`config.mk`:
```
export PLATFORM = sky130hd
export DESIGN_NAME = smb_idxreg
export DESIGN_NICKNAME = d
export VERILOG_FILES = /design/src/rtl/smbrb_pkg.sv /design/src/rtl/smbrb_sync.sv /design/src/rtl/smbrb_strap.sv /design/src/rtl/smbrb_regfile.sv /design/src/rtl/smbrb_proto.sv /design/src/rtl/smb_idxreg.sv
export SDC_FILE = /design/constraint.sdc
export NUM_CORES = 1
export LEC_CHECK = 0
export BUFFER_PORTS_ARGS = -buffer_cell sky130_fd_sc_hd__buf_4
export CAP_MARGIN = 20
export CORE_ASPECT_RATIO = 0.5
export CORE_MARGIN = 5
export CORE_UTILIZATION = 35
export DETAILED_ROUTE_END_ITERATION = 10
export GPL_TIMING_DRIVEN = 1
export PLACE_DENSITY = 0.58
export SETUP_SLACK_MARGIN = 0.3
export SLEW_MARGIN = 25
export SYNTH_ARGS = -nofsm -noshare
export SYNTH_HDL_FRONTEND = slang
export SYNTH_SLANG_ARGS = --single-unit
```
`constraint.sdc`:
```
create_clock -name clk -period 2.1 [get_ports clk]
set_input_delay 0.21 -clock clk [delete_from_list [all_inputs] [get_ports clk]]
set_output_delay 0.21 -clock clk [all_outputs]
set_load 0.05 [all_outputs]
```
`src/rtl/smbrb_pkg.sv`:
```
package smbrb_pkg;

  localparam int NREG = 8;
  localparam int IDXW = 3;
  localparam int CNTW = 5;

  localparam int IX_OE   = 0;
  localparam int IX_AMP  = 1;
  localparam int IX_SLEW = 2;
  localparam int IX_FILL = 4;
  localparam int IX_REV  = 5;
  localparam int IX_DEV  = 6;
  localparam int IX_CNT  = 7;

  typedef enum logic [2:0] {
    ST_IDLE,
    ST_RX,
    ST_RXACK,
    ST_TX,
    ST_TXACK
  } st_e;

  typedef enum logic [1:0] {
    RL_ADDR,
    RL_INDEX,
    RL_COUNT,
    RL_DATA
  } role_e;

  function automatic logic [6:0] strap_addr(input logic [1:0] code);
    case (code)
      2'b00:   return 7'h6B;
      2'b01:   return 7'h6C;
      default: return 7'h6D;
    endcase
  endfunction

  function automatic logic [7:0] low_ones(input int n);
    logic [7:0] m;
    m = 8'h00;
    for (int b = 0; b < 8; b++) begin
      if (b < n) m[b] = 1'b1;
    end
    return m;
  endfunction

  function automatic logic [7:0] wr_mask(input int i, input int nout);
    case (i)
      IX_OE, IX_SLEW: return low_ones(nout);
      IX_AMP:         return 8'h03;
      IX_CNT:         return low_ones(CNTW);
      default:        return 8'h00;
    endcase
  endfunction

  function automatic logic [7:0] rst_val(input int i, input int nout);
    case (i)
      IX_OE, IX_SLEW: return low_ones(nout);
      IX_AMP:         return 8'h02;
      IX_CNT:         return 8'h08;
      default:        return 8'h00;
    endcase
  endfunction

  function automatic logic [7:0] fixed_val(input int i, input logic [7:0] dev);
    case (i)
      IX_FILL: return 8'hFF;
      IX_REV:  return 8'h01;
      IX_DEV:  return dev;
      default: return 8'h00;
    endcase
  endfunction

  function automatic logic [IDXW-1:0] next_index(input logic [IDXW-1:0] i);
    return i + 1'b1;
  endfunction

endpackage

```
`src/rtl/smbrb_sync.sv`:
```
module smbrb_sync #(
  parameter int STAGES = 2
) (
  input  logic clk,
  input  logic rst_n,
  input  logic scl_in,
  input  logic sda_in,
  output logic scl_s,
  output logic sda_s,
  output logic scl_rise,
  output logic scl_fall,
  output logic start_det,
  output logic stop_det
);

  logic [STAGES-1:0] scl_ff;
  logic [STAGES-1:0] sda_ff;
  logic              scl_p;
  logic              sda_p;

  always_ff @(posedge clk or negedge rst_n) begin
    if (!rst_n) begin
      scl_ff <= '1;
      sda_ff <= '1;
      scl_p  <= 1'b1;
      sda_p  <= 1'b1;
    end else begin
      scl_ff <= {scl_ff[STAGES-2:0], scl_in};
      sda_ff <= {sda_ff[STAGES-2:0], sda_in};
      scl_p  <= scl_ff[STAGES-1];
      sda_p  <= sda_ff[STAGES-1];
    end
  end

  assign scl_s     = scl_ff[STAGES-1];
  assign sda_s     = sda_ff[STAGES-1];
  assign scl_rise  = scl_s & ~scl_p;
  assign scl_fall  = ~scl_s & scl_p;
  assign start_det = scl_s & scl_p & sda_p & ~sda_s;
  assign stop_det  = scl_s & scl_p & ~sda_p & sda_s;

endmodule

```
`src/rtl/smbrb_strap.sv`:
```
module smbrb_strap import smbrb_pkg::*; (
  input  logic       clk,
  input  logic       rst_n,
  input  logic       pwr_good,
  input  logic [1:0] strap_code,
  output logic       addr_ok,
  output logic [6:0] my_addr
);

  always_ff @(posedge clk or negedge rst_n) begin
    if (!rst_n) begin
      addr_ok <= 1'b0;
      my_addr <= 7'h00;
    end else if (pwr_good && !addr_ok) begin
      addr_ok <= 1'b1;
      my_addr <= strap_addr(strap_code);
    end
  end

  AST_ADDR_HELD: assert property (@(posedge clk) disable iff (!rst_n)
    addr_ok |=> (addr_ok && $stable(my_addr)));

endmodule

```
`src/rtl/smbrb_regfile.sv`:
```
module smbrb_regfile import smbrb_pkg::*; #(
  parameter int         NUM_OUT = 5,
  parameter logic [7:0] DEV_ID  = 8'hA7
) (
  input  logic               clk,
  input  logic               rst_n,
  input  logic               wr_en,
  input  logic [IDXW-1:0]    wr_idx,
  input  logic [7:0]         wr_data,
  input  logic [IDXW-1:0]    rd_idx,
  output logic [7:0]         rd_data,
  output logic [NUM_OUT-1:0] out_en,
  output logic [1:0]         amp_sel,
  output logic [NUM_OUT-1:0] slew_fast,
  output logic [CNTW-1:0]    rd_count
);

  logic [7:0] bytes_q [NREG];

  for (genvar g = 0; g < NREG; g++) begin : g_byte
    localparam logic [7:0] MASK = wr_mask(g, NUM_OUT);
    if (MASK != 8'h00) begin : g_rw
      logic [7:0] q;
      always_ff @(posedge clk or negedge rst_n) begin
        if (!rst_n) begin
          q <= rst_val(g, NUM_OUT);
        end else if (wr_en && wr_idx == IDXW'(g)) begin
          q <= wr_data & MASK;
        end
      end
      assign bytes_q[g] = q;
    end else begin : g_ro
      assign bytes_q[g] = fixed_val(g, DEV_ID);
    end
  end

  assign rd_data   = bytes_q[rd_idx];
  assign out_en    = bytes_q[IX_OE][NUM_OUT-1:0];
  assign amp_sel   = bytes_q[IX_AMP][1:0];
  assign slew_fast = bytes_q[IX_SLEW][NUM_OUT-1:0];
  assign rd_count  = bytes_q[IX_CNT][CNTW-1:0];

  AST_AMP_FOLLOWS_WRITE: assert property (@(posedge clk) disable iff (!rst_n)
    (wr_en && wr_idx == IDXW'(IX_AMP)) |=> (amp_sel == $past(wr_data[1:0])));

endmodule

```
`src/rtl/smbrb_proto.sv`:
```
module smbrb_proto import smbrb_pkg::*; (
  input  logic            clk,
  input  logic            rst_n,
  input  logic            scl_s,
  input  logic            sda_s,
  input  logic            scl_rise,
  input  logic            scl_fall,
  input  logic            start_det,
  input  logic            stop_det,
  input  logic            addr_ok,
  input  logic [6:0]      my_addr,
  input  logic [7:0]      rd_data,
  input  logic [CNTW-1:0] rd_count,
  output logic [IDXW-1:0] rd_idx,
  output logic            wr_en,
  output logic [IDXW-1:0] wr_idx,
  output logic [7:0]      wr_data,
  output logic            sda_oe
);

  st_e             state;
  role_e           role;
  logic [3:0]      bitcnt;
  logic [7:0]      rx_sh;
  logic [7:0]      tx_sh;
  logic [7:0]      wcnt;
  logic [IDXW-1:0] idx;
  logic            next_tx;
  logic            tx_first;
  logic            got_ack;

  logic       byte_in;
  logic       addr_hit;
  logic [7:0] cnt_byte;

  assign byte_in  = (state == ST_RX) && scl_fall && (bitcnt == 4'd8);
  assign addr_hit = addr_ok && (rx_sh[7:1] == my_addr);
  assign cnt_byte = {{(8-CNTW){1'b0}}, rd_count};
  assign rd_idx   = tx_first ? idx : next_index(idx);

  always_ff @(posedge clk or negedge rst_n) begin
    if (!rst_n) begin
      state    <= ST_IDLE;
      role     <= RL_ADDR;
      bitcnt   <= 4'd0;
      rx_sh    <= 8'h00;
      tx_sh    <= 8'h00;
      wcnt     <= 8'h00;
      idx      <= '0;
      next_tx  <= 1'b0;
      tx_first <= 1'b0;
      got_ack  <= 1'b0;
      wr_en    <= 1'b0;
      wr_idx   <= '0;
      wr_data  <= 8'h00;
      sda_oe   <= 1'b0;
    end else begin
      wr_en <= 1'b0;
      if (stop_det) begin
        state  <= ST_IDLE;
        sda_oe <= 1'b0;
      end else if (start_det) begin
        state   <= ST_RX;
        role    <= RL_ADDR;
        bitcnt  <= 4'd0;
        sda_oe  <= 1'b0;
        next_tx <= 1'b0;
        got_ack <= 1'b0;
      end else begin
        case (state)
          ST_RX: begin
            if (scl_rise && bitcnt < 4'd8) begin
              rx_sh  <= {rx_sh[6:0], sda_s};
              bitcnt <= bitcnt + 4'd1;
            end else if (byte_in) begin
              sda_oe <= 1'b1;
              state  <= ST_RXACK;
              case (role)
                RL_ADDR: begin
                  if (addr_hit) begin
                    next_tx <= rx_sh[0];
                    role    <= RL_INDEX;
                  end else begin
                    sda_oe <= 1'b0;
                    state  <= ST_IDLE;
                  end
                end
                RL_INDEX: begin
                  idx  <= rx_sh[IDXW-1:0];
                  role <= RL_COUNT;
                end
                RL_COUNT: begin
                  wcnt <= rx_sh;
                  role <= RL_DATA;
                end
                default: begin
                  if (wcnt != 8'h00) begin
                    wr_en   <= 1'b1;
                    wr_idx  <= idx;
                    wr_data <= rx_sh;
                    wcnt    <= wcnt - 8'h01;
                  end
                  idx <= next_index(idx);
                end
              endcase
            end
          end
          ST_RXACK: begin
            if (scl_fall) begin
              bitcnt <= 4'd0;
              if (next_tx) begin
                state    <= ST_TX;
                tx_sh    <= cnt_byte;
                tx_first <= 1'b1;
                sda_oe   <= ~cnt_byte[7];
              end else begin
                state  <= ST_RX;
                sda_oe <= 1'b0;
              end
            end
          end
          ST_TX: begin
            if (scl_fall) begin
              if (bitcnt == 4'd7) begin
                sda_oe  <= 1'b0;
                state   <= ST_TXACK;
                got_ack <= 1'b0;
              end else begin
                bitcnt <= bitcnt + 4'd1;
                tx_sh  <= {tx_sh[6:0], 1'b0};
                sda_oe <= ~tx_sh[6];
              end
            end
          end
          ST_TXACK: begin
            if (scl_rise) begin
              if (sda_s) begin
                state <= ST_IDLE;
              end else begin
                got_ack  <= 1'b1;
                tx_sh    <= rd_data;
                tx_first <= 1'b0;
                if (!tx_first) idx <= next_index(idx);
              end
            end else if (scl_fall && got_ack) begin
              state   <= ST_TX;
              bitcnt  <= 4'd0;
              got_ack <= 1'b0;
              sda_oe  <= ~tx_sh[7];
            end
          end
          default: ;
        endcase
      end
    end
  end

  AST_OE_RISE_SCL_LOW: assert property (@(posedge clk) disable iff (!rst_n)
    $rose(sda_oe) |-> !scl_s);

  AST_IDLE_RELEASED: assert property (@(posedge clk) disable iff (!rst_n)
    (state == ST_IDLE) |-> !sda_oe);

  AST_WRITE_AFTER_BYTE: assert property (@(posedge clk) disable iff (!rst_n)
    wr_en |-> $past(scl_fall));

endmodule

```
`src/rtl/smb_idxreg.sv`:
```
module smb_idxreg import smbrb_pkg::*; #(
  parameter int         NUM_OUT     = 5,
  parameter int         SYNC_STAGES = 2,
  parameter logic [7:0] DEV_ID      = 8'hA7
) (
  input  logic               clk,
  input  logic               rst_n,
  input  logic               scl_in,
  input  logic               sda_in,
  output logic               sda_oe,
  input  logic               pwr_good,
  input  logic [1:0]         strap_code,
  output logic [NUM_OUT-1:0] out_en,
  output logic [1:0]         amp_sel,
  output logic [NUM_OUT-1:0] slew_fast
);

  logic            scl_s, sda_s, scl_rise, scl_fall, start_det, stop_det;
  logic            addr_ok;
  logic [6:0]      my_addr;
  logic [IDXW-1:0] rd_idx, wr_idx;
  logic [7:0]      rd_data, wr_data;
  logic            wr_en;
  logic [CNTW-1:0] rd_count;

  smbrb_sync #(.STAGES(SYNC_STAGES)) u_sync (
    .clk(clk), .rst_n(rst_n), .scl_in(scl_in), .sda_in(sda_in),
    .scl_s(scl_s), .sda_s(sda_s), .scl_rise(scl_rise), .scl_fall(scl_fall),
    .start_det(start_det), .stop_det(stop_det)
  );

  smbrb_strap u_strap (
    .clk(clk), .rst_n(rst_n), .pwr_good(pwr_good), .strap_code(strap_code),
    .addr_ok(addr_ok), .my_addr(my_addr)
  );

  smbrb_proto u_proto (
    .clk(clk), .rst_n(rst_n), .scl_s(scl_s), .sda_s(sda_s),
    .scl_rise(scl_rise), .scl_fall(scl_fall), .start_det(start_det),
    .stop_det(stop_det), .addr_ok(addr_ok), .my_addr(my_addr),
    .rd_data(rd_data), .rd_count(rd_count), .rd_idx(rd_idx),
    .wr_en(wr_en), .wr_idx(wr_idx), .wr_data(wr_data), .sda_oe(sda_oe)
  );

  smbrb_regfile #(.NUM_OUT(NUM_OUT), .DEV_ID(DEV_ID)) u_regs (
    .clk(clk), .rst_n(rst_n), .wr_en(wr_en), .wr_idx(wr_idx),
    .wr_data(wr_data), .rd_idx(rd_idx), .rd_data(rd_data),
    .out_en(out_en), .amp_sel(amp_sel), .slew_fast(slew_fast),
    .rd_count(rd_count)
  );

  AST_WRITE_NEEDS_ADDR: assert property (@(posedge clk) disable iff (!rst_n)
    wr_en |-> addr_ok);

endmodule

```
==> results of run 1 <==
power groups by stage:
stage                     sequential (W)  combinational (W)  clock, W
final                            0.00158           0.000334   0.00148
after global routing             0.00159           0.000374   0.00159
after CTS                        0.00158           0.000281   0.00152
after detailed placement         0.00160           0.000245         0
after global placement           0.00160           0.000238         0
after floorplan                  0.00159           0.000146         0
sequential cells by signal, summed over array words and instances, names as in the netlist:
register,count
u_proto.tx_sh,8
u_proto.idx,3
u_sync.sda_p,1
u_proto.next_tx,1
u_proto.wr_en,1
u_strap.my_addr,4
u_proto.wcnt,8
u_proto.rx_sh,8
u_regs.g_byte.g_rw.q,17
u_proto.sda_oe,1
u_proto.wr_idx,3
u_proto.wr_data,5
u_proto.role,2
u_proto.tx_first,1
u_proto.bitcnt,4
u_proto.state,3
u_sync.scl_p,1
u_sync.sda_ff,2
u_proto.got_ack,1
u_sync.scl_ff,2
cell usage in the layout (no fill, tap or decap), types with 5 or more instances in the layout:
cell	n
nor3_1	5
nor3b_1	5
a21oi_1	24
nor2_4	11
inv_1	15
nand2_1	23
nor3_4	5
nand3_1	16
nor2b_1	12
ha_1	7
clkbuf_16	9
nand2b_1	8
xnor2_1	5
o21ai_0	19
o22ai_1	9
o21ai_1	15
nor2_1	20
buf_4	71
buf_6	12
dfstp_2	18
mux2_2	31
a21oi_2	13
dfrtp_1	57
worst reg2reg max path, cell delays in order (launching register included):
cell	delay (ns)
dfrtp_1	0.40
inv_2	0.09
ha_4	0.12
nand3b_1	0.11
or4_4	0.47
o31ai_2	0.27
nand3_2	0.15
mux2_1	0.34
repair_timing:
action                                 in CTS  in global routing
hold buffers                                3                  0
gates resized for setup                    46                 53
buffers inserted                           16                 13
setup endpoints to repair                  41                 47
endpoints found under the hold margin      25                  0
pin swaps                                  13                 27
cloned                                      2                  0
cells by family after synthesis:
| family | count (synthesis) | share of synthesized area [%] |
|---|---|---|
| flip-flops | 76 | 45.6 |
| XOR/XNOR | 5 | 1.04 |
| adder cells (fa/ha/maj) | 10 | 2.96 |
| AND/OR/NAND/NOR | 147 | 19.2 |
| buffers and inverters | 35 | 3.79 |
| AO/OA/AOI/OAI | 121 | 17.4 |
| multiplexers | 38 | 9.99 |
cell type report:
type | instances | share of cell area, %
Clock buffer | 9 | 3.87
Clock inverter | 7 | 0.947
Inverter | 18 | 1.16
Multi-Input combinational cell | 322 | 43.8
Sequential cell | 76 | 33.1
Tap cell | 165 | 3.55
Timing Repair Buffer | 90 | 13.5
worst paths after layout:
| path | startpoint | endpoint | slack [ns] |
|---|---|---|---|
| max | u_proto.bitcnt[1] | u_proto.idx[1] | 0.04 |
| min | pwr_good | u_strap.my_addr[5] | 0.07 |
| max reg2reg | u_proto.bitcnt[1] | u_proto.idx[1] | 0.04 |
| min reg2reg | u_sync.sda_ff[0] | u_sync.sda_ff[1] | 0.36 |
| max in group asynchronous | rst_n | u_regs.g_byte[2].g_rw.q[3] | 1.09 |
| min in group asynchronous | rst_n | u_proto.bitcnt[3] | 0.36 |
through the flow:
step | total power, W | utilization (%) | cell area (sq um) | hold slack, ns
floorplan | 0.00173 | - | 4310 | -0.0856
global placement | 0.00184 | 41.2 | 4860 | 0.182
detailed placement | 0.00185 | 41.2 | 4860 | 0.189
CTS | 0.00339 | 46.8 | 5530 | 0.0659
global route | 0.00355 | 49.2 | 5810 | 0.0703
finish | 0.00340 | 49.2 | 5810 | 0.0739
routing by layer:
| layer | track usage, % | routed length [um] |
|---|---|---|
| met1 | 23.3 | 5530 |
| met2 | 23.1 | 4760 |
| met3 | 3.71 | 544 |
| met4 | 4.64 | 191 |
| met5 | 0 | 0 |
==> results.json, run 1 <==
{
  "seqCellArea_sq_um": 1930,
  "critPathMaxStageDelay_ns": 0.47,
  "fmax_mhz": 484,
  "drv_cap": 0,
  "path_depth": 7,
  "cp_slowest_cell": "or4_4",
  "crit_buf_inv": 1,
  "instances_no_fill": 687,
  "leakage_nw": 2.44,
  "synth-async-reset-ratio_pct": 100,
  "worstSetupEndpointType": "flip-flop",
  "clock_skew_ns": 0.00633,
  "relSlewSlack_pct": 66.1,
  "setup_slack_ns": 0.0353,
  "synth.most_common_cell": "dfrtp_1",
  "period_share_pct": 98.3,
  "grt_max_degree": 48,
  "finalMaxSlewViolations": 0,
  "grt_usage_pct": 15.8,
  "worst-r2r-cell-count": 7,
  "remaining_drc_errors": 0,
  "gp_congestion": 0.865,
  "cts_sinks": 76,
  "via_per_inst": 5.25,
  "setup_viol_count_final": 0,
  "clk_pin_slew_ns": 0.06,
  "nets": 534,
  "fin_crit_ns": 2.06,
  "synth_ff_type": "dfrtp_1",
  "yosys_warnings": 0,
  "grt_pass1_wl_um": 18100,
  "core_area_sq_um": 11800,
  "cp_cell_sequence": "inv_2 -> ha_4 -> nand3b_1 -> or4_4 -> o31ai_2 -> nand3_2 -> mux2_1",
  "p_seq_share_pct": 46.6,
  "cts_tree": "done",
  "synth_fp_nets": 449,
  "p_sw_share_pct": 26.1,
  "intPower_w": 0.00251,
  "root_buffer": "clkbuf_16",
  "layout-drive-gt1-share_pct": 43.1,
  "numCtsBuffers": 9,
  "clock_latency_ns": 0.34,
  "synth_top_area_share_pct": 34.4,
  "dp_slack_ns": 0.0175,
  "worst-path-max-fanout": 4,
  "placement.io_buffers": 19,
  "hold_depth": 2,
  "fin_setup_tns_ns": 0,
  "globalRouteOverflowTotal": 0,
  "avgSynthCellArea_sq_um": 9.77,
  "vias": 3604,
  "ios": 20,
  "diodes": 0,
  "multiInputGateArea_sq_um": 2550,
  "timing_hold_violations_final": 0,
  "routed_wl_um": 11000,
  "worstMarginPinSlew_ns": 0.507,
  "start_util_pct": 35.7,
  "synthCells": 432,
  "htreeDepth": 3,
  "fill_cells": 1040,
  "pwr-share-clk_pct": 43.6,
  "rows": 28,
  "crit_type": "reg -> reg",
  "p_comb_share_pct": 9.8,
  "place_hpwl_um": 7430,
  "vdd_drop_max_mv": 0.340,
  "path_delay_family": "simple AND/OR/NAND/NOR gates",
  "seq_area_frac_synth_pct": 45.6,
  "worst_setup_path_start_kind": "flip-flop",
  "p_switching_w": 0.000887,
  "avgRoutedWirePerCell_um": 16.0,
  "synth_cell_type_count": 58,
  "status": "completed",
  "clockBufferDepth": 2,
  "dr.pass1.iters": 7,
  "design.die.area_sq_um": 14500,
  "synth_seq_cells": 76,
  "syn2layout_area_growth_pct": 37.8,
  "required_ns": 2.32,
  "worstPathArrival_ns": 2.29,
  "p_per_area_nw_per_um2": 584,
  "synth_top_area_cell": "dfrtp_1",
  "grt_pass1_vias": 3547,
  "antenna_found_initial": 0,
  "rsz0062_at_grt": "true",
  "place_inst": 637,
  "drt-initial-drc-count": 254,
  "min_path_type": "in -> reg",
  "synth_enable_flop_cells": 0,
  "syn_area_sq_um": 4220,
  "synth.area.top_cells": "dfrtp_1 34%, dfstp_2 11%, mux2_2 8.5%, a21oi_1 4.5%, o21ai_0 4.3%",
  "synth_common_cells": "58 x dfrtp_1, 38 x a21oi_1, 36 x o21ai_0, 33 x nor2_1, 32 x mux2_2",
  "final_antenna_net_count": 0,
  "dieHeight_um": 87.6,
  "die_x_um": 165
}
No activity file was read; power rests on OpenSTA's default activity.
==> run 2, diff against run 1 <==
- ABC_AREA: not set -> 1
- CTS_CLUSTER_SIZE: not set -> 14
==> results.json, run 2 <==
{
  "globalRouteOverflowTotal": 0,
  "gp_congestion": 0.871,
  "synth_enable_flop_cells": 0,
  "synth_seq_cells": 76,
  "synth.most_common_cell": "nand2_1",
  "fill_cells": 1197,
  "drt-initial-drc-count": 321,
  "status": "completed",
  "worstMarginPinSlew_ns": 0.497,
  "rsz0062_at_grt": "true",
  "remaining_drc_errors": 0,
  "fin_setup_tns_ns": 0,
  "clk_pin_slew_ns": 0.07,
  "diodes": 0,
  "finalMaxSlewViolations": 0,
  "placed_area_sq_um": 4730,
  "avgSynthCellArea_sq_um": 7.23,
  "final_area_sq_um": 5310,
  "clock_latency_ns": 0.34,
  "dr.pass1.iters": 5,
  "avgRoutedWirePerCell_um": 13.3,
  "min_path_type": "in -> reg",
  "fin_crit_ns": 1.67,
  "drv_cap": 0,
  "syn2layout_area_growth_pct": 21.1,
  "synth_cell_type_count": 38,
  "design.die.area_sq_um": 15000,
  "worstPathArrival_ns": 1.89,
  "relSlewSlack_pct": 66.9,
  "worstSetupEndpointType": "flip-flop",
  "timing_hold_violations_final": 0,
  "cts_tree": "done",
  "layout-drive-gt1-share_pct": 18.5,
  "vias": 3987,
  "core_area_sq_um": 12000,
  "vdd_drop_max_mv": 0.479,
  "final_common_cell": "nand2_1",
  "period_share_pct": 79.4,
  "critPathMaxStageDelay_ns": 0.47,
  "nets": 666,
  "regMostFlops": "u_regs.g_byte.g_rw.q",
  "synth_ff_type": "dfrtp_1",
  "die_x_um": 168,
  "cp_slowest_cell": "dfrtp_1",
  "crit_buf_inv": 2,
  "start_util_pct": 36.5,
  "place_hpwl_um": 7950,
  "cp_cell_sequence": "inv_1 -> nor2_1 -> nand2_1 -> nand2_1 -> inv_1 -> a21oi_1 -> nand3_1 -> nand2_1 -> nand2_1",
  "synth_fp_nets": 623,
  "leakage_nw": 2.50,
  "grt_max_degree": 39,
  "via_per_inst": 4.87,
  "dieHeight_um": 89.1,
  "grt_usage_pct": 15.4,
  "htreeDepth": 3,
  "fmax_mhz": 600,
  "grt_pass1_vias": 3826,
  "seq_area_frac_synth_pct": 43.9,
  "layout_common_cells": "178 x nand2_1, 68 x inv_1, 61 x nor2_1",
  "cts_sinks": 76,
  "synthCells": 606,
  "worst-path-max-fanout": 5,
  "routed_wl_um": 10900,
  "synth_top_area_cell": "dfrtp_1",
  "setup_viol_count_final": 0,
  "cp_common_cell": "nand2_1",
  "path_delay_family": "simple AND/OR/NAND/NOR gates",
  "largest_reg_flops": 17,
  "clockBufferDepth": 2,
  "numCtsBuffers": 9,
  "root_buffer": "clkbuf_16",
  "grt_pass1_wl_um": 18500,
  "rows": 28,
  "final_antenna_net_count": 0,
  "ios": 20,
  "required_ns": 2.32,
  "crit_type": "reg -> reg",
  "yosys_warnings": 0,
  "synth_top_area_share_pct": 33.1,
  "p_per_area_nw_per_um2": 1140,
  "syn_area_sq_um": 4380,
  "clock_skew_ns": 0.00956,
  "synth-async-reset-ratio_pct": 100,
  "antenna_found_initial": 0,
  "synth_common_cells": "184 x nand2_1, 73 x inv_1, 68 x nor2_1, 60 x nand3_1, 58 x dfrtp_1",
  "synth.area.top_cells": "dfrtp_1 33%, nand2_1 16%, dfstp_2 11%, nand3_1 6.9%, o21ai_0 6.5%",
  "worst_setup_path_start_kind": "flip-flop",
  "placement.io_buffers": 19
}
[run 2: cell types whose count changed in the layout (fill, tap and decap cells not counted), sizes merged, moves of 10 or more]
cell,previous run,this run
a21oi,38,18
nand3,22,61
o21ai,36,59
inv,23,79
nand2b,10,0
mux2,33,0
nor2b,14,0
nand2,26,190
buf,87,35
nor2,33,76
[run 2: kinds of logic after synthesis]
logic type | count (synthesis) | synth area share [%]
AO/OA/AOI/OAI | 85 | 10.2
multiplexers | 1 | 0.228
flip-flops | 76 | 43.9
XOR/XNOR | 3 | 0.600
AND/OR/NAND/NOR | 348 | 34.4
buffers and inverters | 83 | 7.77
adder cells (fa/ha/maj) | 10 | 2.86
[run 2: through the flow]
step                worst slack [ns]  utilization [%]  power, W  hold WS (ns)  cells
global route                   0.279             44.1   0.00655        0.0569    819
global placement               0.172             39.4   0.00414         0.215    789
detailed placement             0.159             39.4   0.00416         0.213    789
floorplan                      0.558                -   0.00360       -0.0856    606
finish                         0.432             44.1   0.00605        0.0567    819
CTS                            0.307             42.5   0.00590        0.0432    808
[run 2: worst paths after layout]
check,slack [ns],endpoint,startpoint,cells past startpoint
min in group asynchronous,0.37,u_proto.wcnt[6],rst_n,2
hold / removal,0.06,u_strap.my_addr[0],strap_code[0],2
max in group asynchronous,1.09,u_sync.scl_p,rst_n,3
setup / recovery,0.43,u_proto.got_ack,u_proto.state[1],9
setup reg to reg,0.43,u_proto.got_ack,u_proto.state[1],9
hold reg to reg,0.35,u_sync.sda_ff[1],u_sync.sda_ff[0],0
[run 2: final cells by class]
class                   count  area, sq um  share of cell area (%)
inverters                  77          303                    5.71
multi-input cells         447         2230                    42.0
clock inverters             6         75.1                    1.42
flip-flops and latches     76         1930                    36.3
clock buffers              10          250                    4.72
repair buffers             38          318                    5.99
well taps                 165          206                    3.89
[run 2: routing by layer]
metal	global-route usage, %	up-vias	routed length, um
li1	-	2030	-
met1	21.6	1861	5480
met2	23.4	77	4780
met3	4.11	19	425
met4	5.52	0	195
met5	0	-	0
[run 2: power breakdown]
group | switching [W] | total [W] | internal [W] | leakage (nW)
Combinational | 0.00155 | 0.00237 | 0.000826 | 1.40
Sequential | 0.000284 | 0.00199 | 0.00171 | 0.947
Clock | 0.000668 | 0.00168 | 0.00101 | 0.157
[run 2: what timing repair did]
action	4_1_cts	5_1_grt
hold endpoints to repair	26	0
hold buffers	3	0
setup endpoints to repair	18	43
gates resized for setup	6	33
pin swaps	0	7
buffers inserted	0	11
==> run 3, diff against run 2 <==
- clock period: 2.1 -> 1.5 ns (I/O delays scaled with it)
==> results.json, run 3 (synthesized netlist as in run 2, its figures left out) <==
{
  "status": "finished with violations",
  "violations": "setup timing",
  "antenna_found_initial": 0,
  "crit_path_start": "u_sync.scl_ff[1]",
  "period_share_pct": 107,
  "dp_slack_ns": -0.196,
  "root_buffer": "clkbuf_16",
  "worstMarginPinSlew_ns": 0.424,
  "grt_usage_pct": 17.5,
  "numCtsBuffers": 9,
  "clock_skew_ns": 0.00937,
  "syn2layout_area_growth_pct": 49.6,
  "path_delay_family": "simple AND/OR/NAND/NOR gates",
  "core_area_sq_um": 12000,
  "place_hpwl_um": 8850,
  "avgRoutedWirePerCell_um": 13.7,
  "htreeDepth": 3,
  "globalRouteOverflowTotal": 0,
  "crit_buf_inv": 3,
  "start_util_pct": 36.5,
  "min_path_type": "in -> reg",
  "leakage_nw": 3.07,
  "layout-drive-gt1-share_pct": 39.7,
  "post-route-util_pct": 54.6,
  "diodes": 0,
  "r2r_end": "u_proto.tx_sh[2]",
  "path_depth": 10,
  "crit_end": "u_proto.tx_sh[2]",
  "relSlewSlack_pct": 71.8,
  "grt_pass1_wl_um": 20800,
  "clockBufferDepth": 2,
  "dieHeight_um": 89.1,
  "rsz0062_at_grt": "true",
  "rows": 28,
  "cts_tree": "done",
  "setup_viol_count_final": 35,
  "p_per_area_nw_per_um2": 1530,
  "fmax_mhz": 626,
  "critPathMaxStageDelay_ns": 0.59,
  "worst_setup_path_start_kind": "flip-flop",
  "cts_sinks": 76,
  "final_common_cell": "nand2_1",
  "grt_max_degree": 31,
  "routed_wl_um": 12500,
  "vdd_drop_max_mv": 0.673,
  "cp_cell_sequence": "inv_4 -> nor2_4 -> inv_4 -> nand2_4 -> nand2_4 -> nor2_4 -> nand2_4 -> inv_8 -> nor2_4 -> nor2_2",
  "die_x_um": 168,
  "clk_pin_slew_ns": 0.07,
  "worstPathArrival_ns": 1.88,
  "dr.pass1.iters": 4,
  "worst-path-max-fanout": 8,
  "design.die.area_sq_um": 15000,
  "rrSetupSlack_ns": -0.1,
  "required_ns": 1.79,
  "drv_cap": 0,
  "finalMaxSlewViolations": 0,
  "rr_startpoint": "u_sync.scl_ff[1]",
  "cp_slowest_cell": "dfstp_2",
  "grt_pass1_vias": 4155,
  "largest_reg_flops": 17,
  "placement.io_buffers": 19,
  "timing_hold_violations_final": 0,
  "regMostFlops": "u_regs.g_byte.g_rw.q",
  "drt-initial-drc-count": 319,
  "worstSetupEndpointType": "flip-flop",
  "nets": 758,
  "ios": 20,
  "vias": 4324,
  "clock_latency_ns": 0.35,
  "setup_slack_ns": -0.0985,
  "final_antenna_net_count": 0,
  "via_per_inst": 4.75,
  "worst-r2r-cell-count": 10,
  "gp_congestion": 0.883,
  "remaining_drc_errors": 0,
  "crit_type": "reg -> reg",
  "fin_crit_ns": 1.60,
  "layout_common_cells": "144 x nand2_1, 92 x buf_4, 56 x inv_1"
}
## run 3: layer usage
layer | vias to the layer above | track usage, % | part of all wire [%]
li1 | 2224 | - | -
met2 | 69 | 27.9 | 45
met1 | 2016 | 24.1 | 50
met4 | 0 | 6.19 | 1.3
met5 | - | 0 | 0
met3 | 15 | 3.53 | 3.8
## run 3: area by class of cell
| cell class | count | area [sq um] |
|---|---|---|
| Tap cell | 165 | 206 |
| Multi-Input combinational cell | 448 | 2650 |
| Inverter | 77 | 312 |
| Sequential cell | 76 | 1930 |
| Clock inverter | 7 | 65.1 |
| Timing Repair Buffer | 129 | 1170 |
| Fill cell | 1102 | 5460 |
| Clock buffer | 9 | 225 |
## run 3: through the flow
stage               std cells  total power, W  hold WS, ns  TNS, ns  instance area [sq um]
global route              911          0.0108       0.0785    -5.37                   6560
floorplan                 606         0.00524       -0.146        0                   4500
detailed placement        866         0.00680        0.110    -3.60                   5430
finish                    911          0.0100       0.0778    -1.70                   6560
global placement          866         0.00676        0.107    -3.16                   5430
CTS                       898         0.00959       0.0706    -1.02                   6210
## run 3: timing repair
item | 4_1_cts | 5_1_grt
pin swaps | 42 | 39
gates cloned | 1 | 1
hold buffers | 5 | 0
buffers inserted | 10 | 12
endpoints found under the setup margin | 69 | 75
gates resized for setup | 116 | 81
hold endpoints to repair | 19 | 0
## run 3: worst min-delay path by stage
stage                       start            endpoint  cells after the start  slack, ns
floorplan                   rst_n   u_proto.bitcnt[0]                      0      -0.15
global placement            rst_n  u_strap.my_addr[5]                      1       0.11
detailed placement          rst_n  u_strap.my_addr[5]                      1       0.11
CTS                 strap_code[1]  u_strap.my_addr[2]                      3       0.07
global route        strap_code[1]  u_strap.my_addr[2]                      3       0.08
finish              strap_code[1]  u_strap.my_addr[2]                      3       0.08
## run 3: power breakdown
| part | internal, W | switching, W | leakage, nW |
|---|---|---|---|
| Sequential | 0.00240 | 0.000365 | 0.944 |
| Clock | 0.00117 | 0.00100 | 0.141 |
| Combinational | 0.00223 | 0.00284 | 1.99 |
| Total | 0.00580 | 0.00421 | 3.07 |
## run 3: worst reg2reg max path: cells and delay by family, from the launching register on
family / cells / cell delay (ns)
simple gates: 7 / 0.73
flops: 1 / 0.59
buf+inv: 3 / 0.23
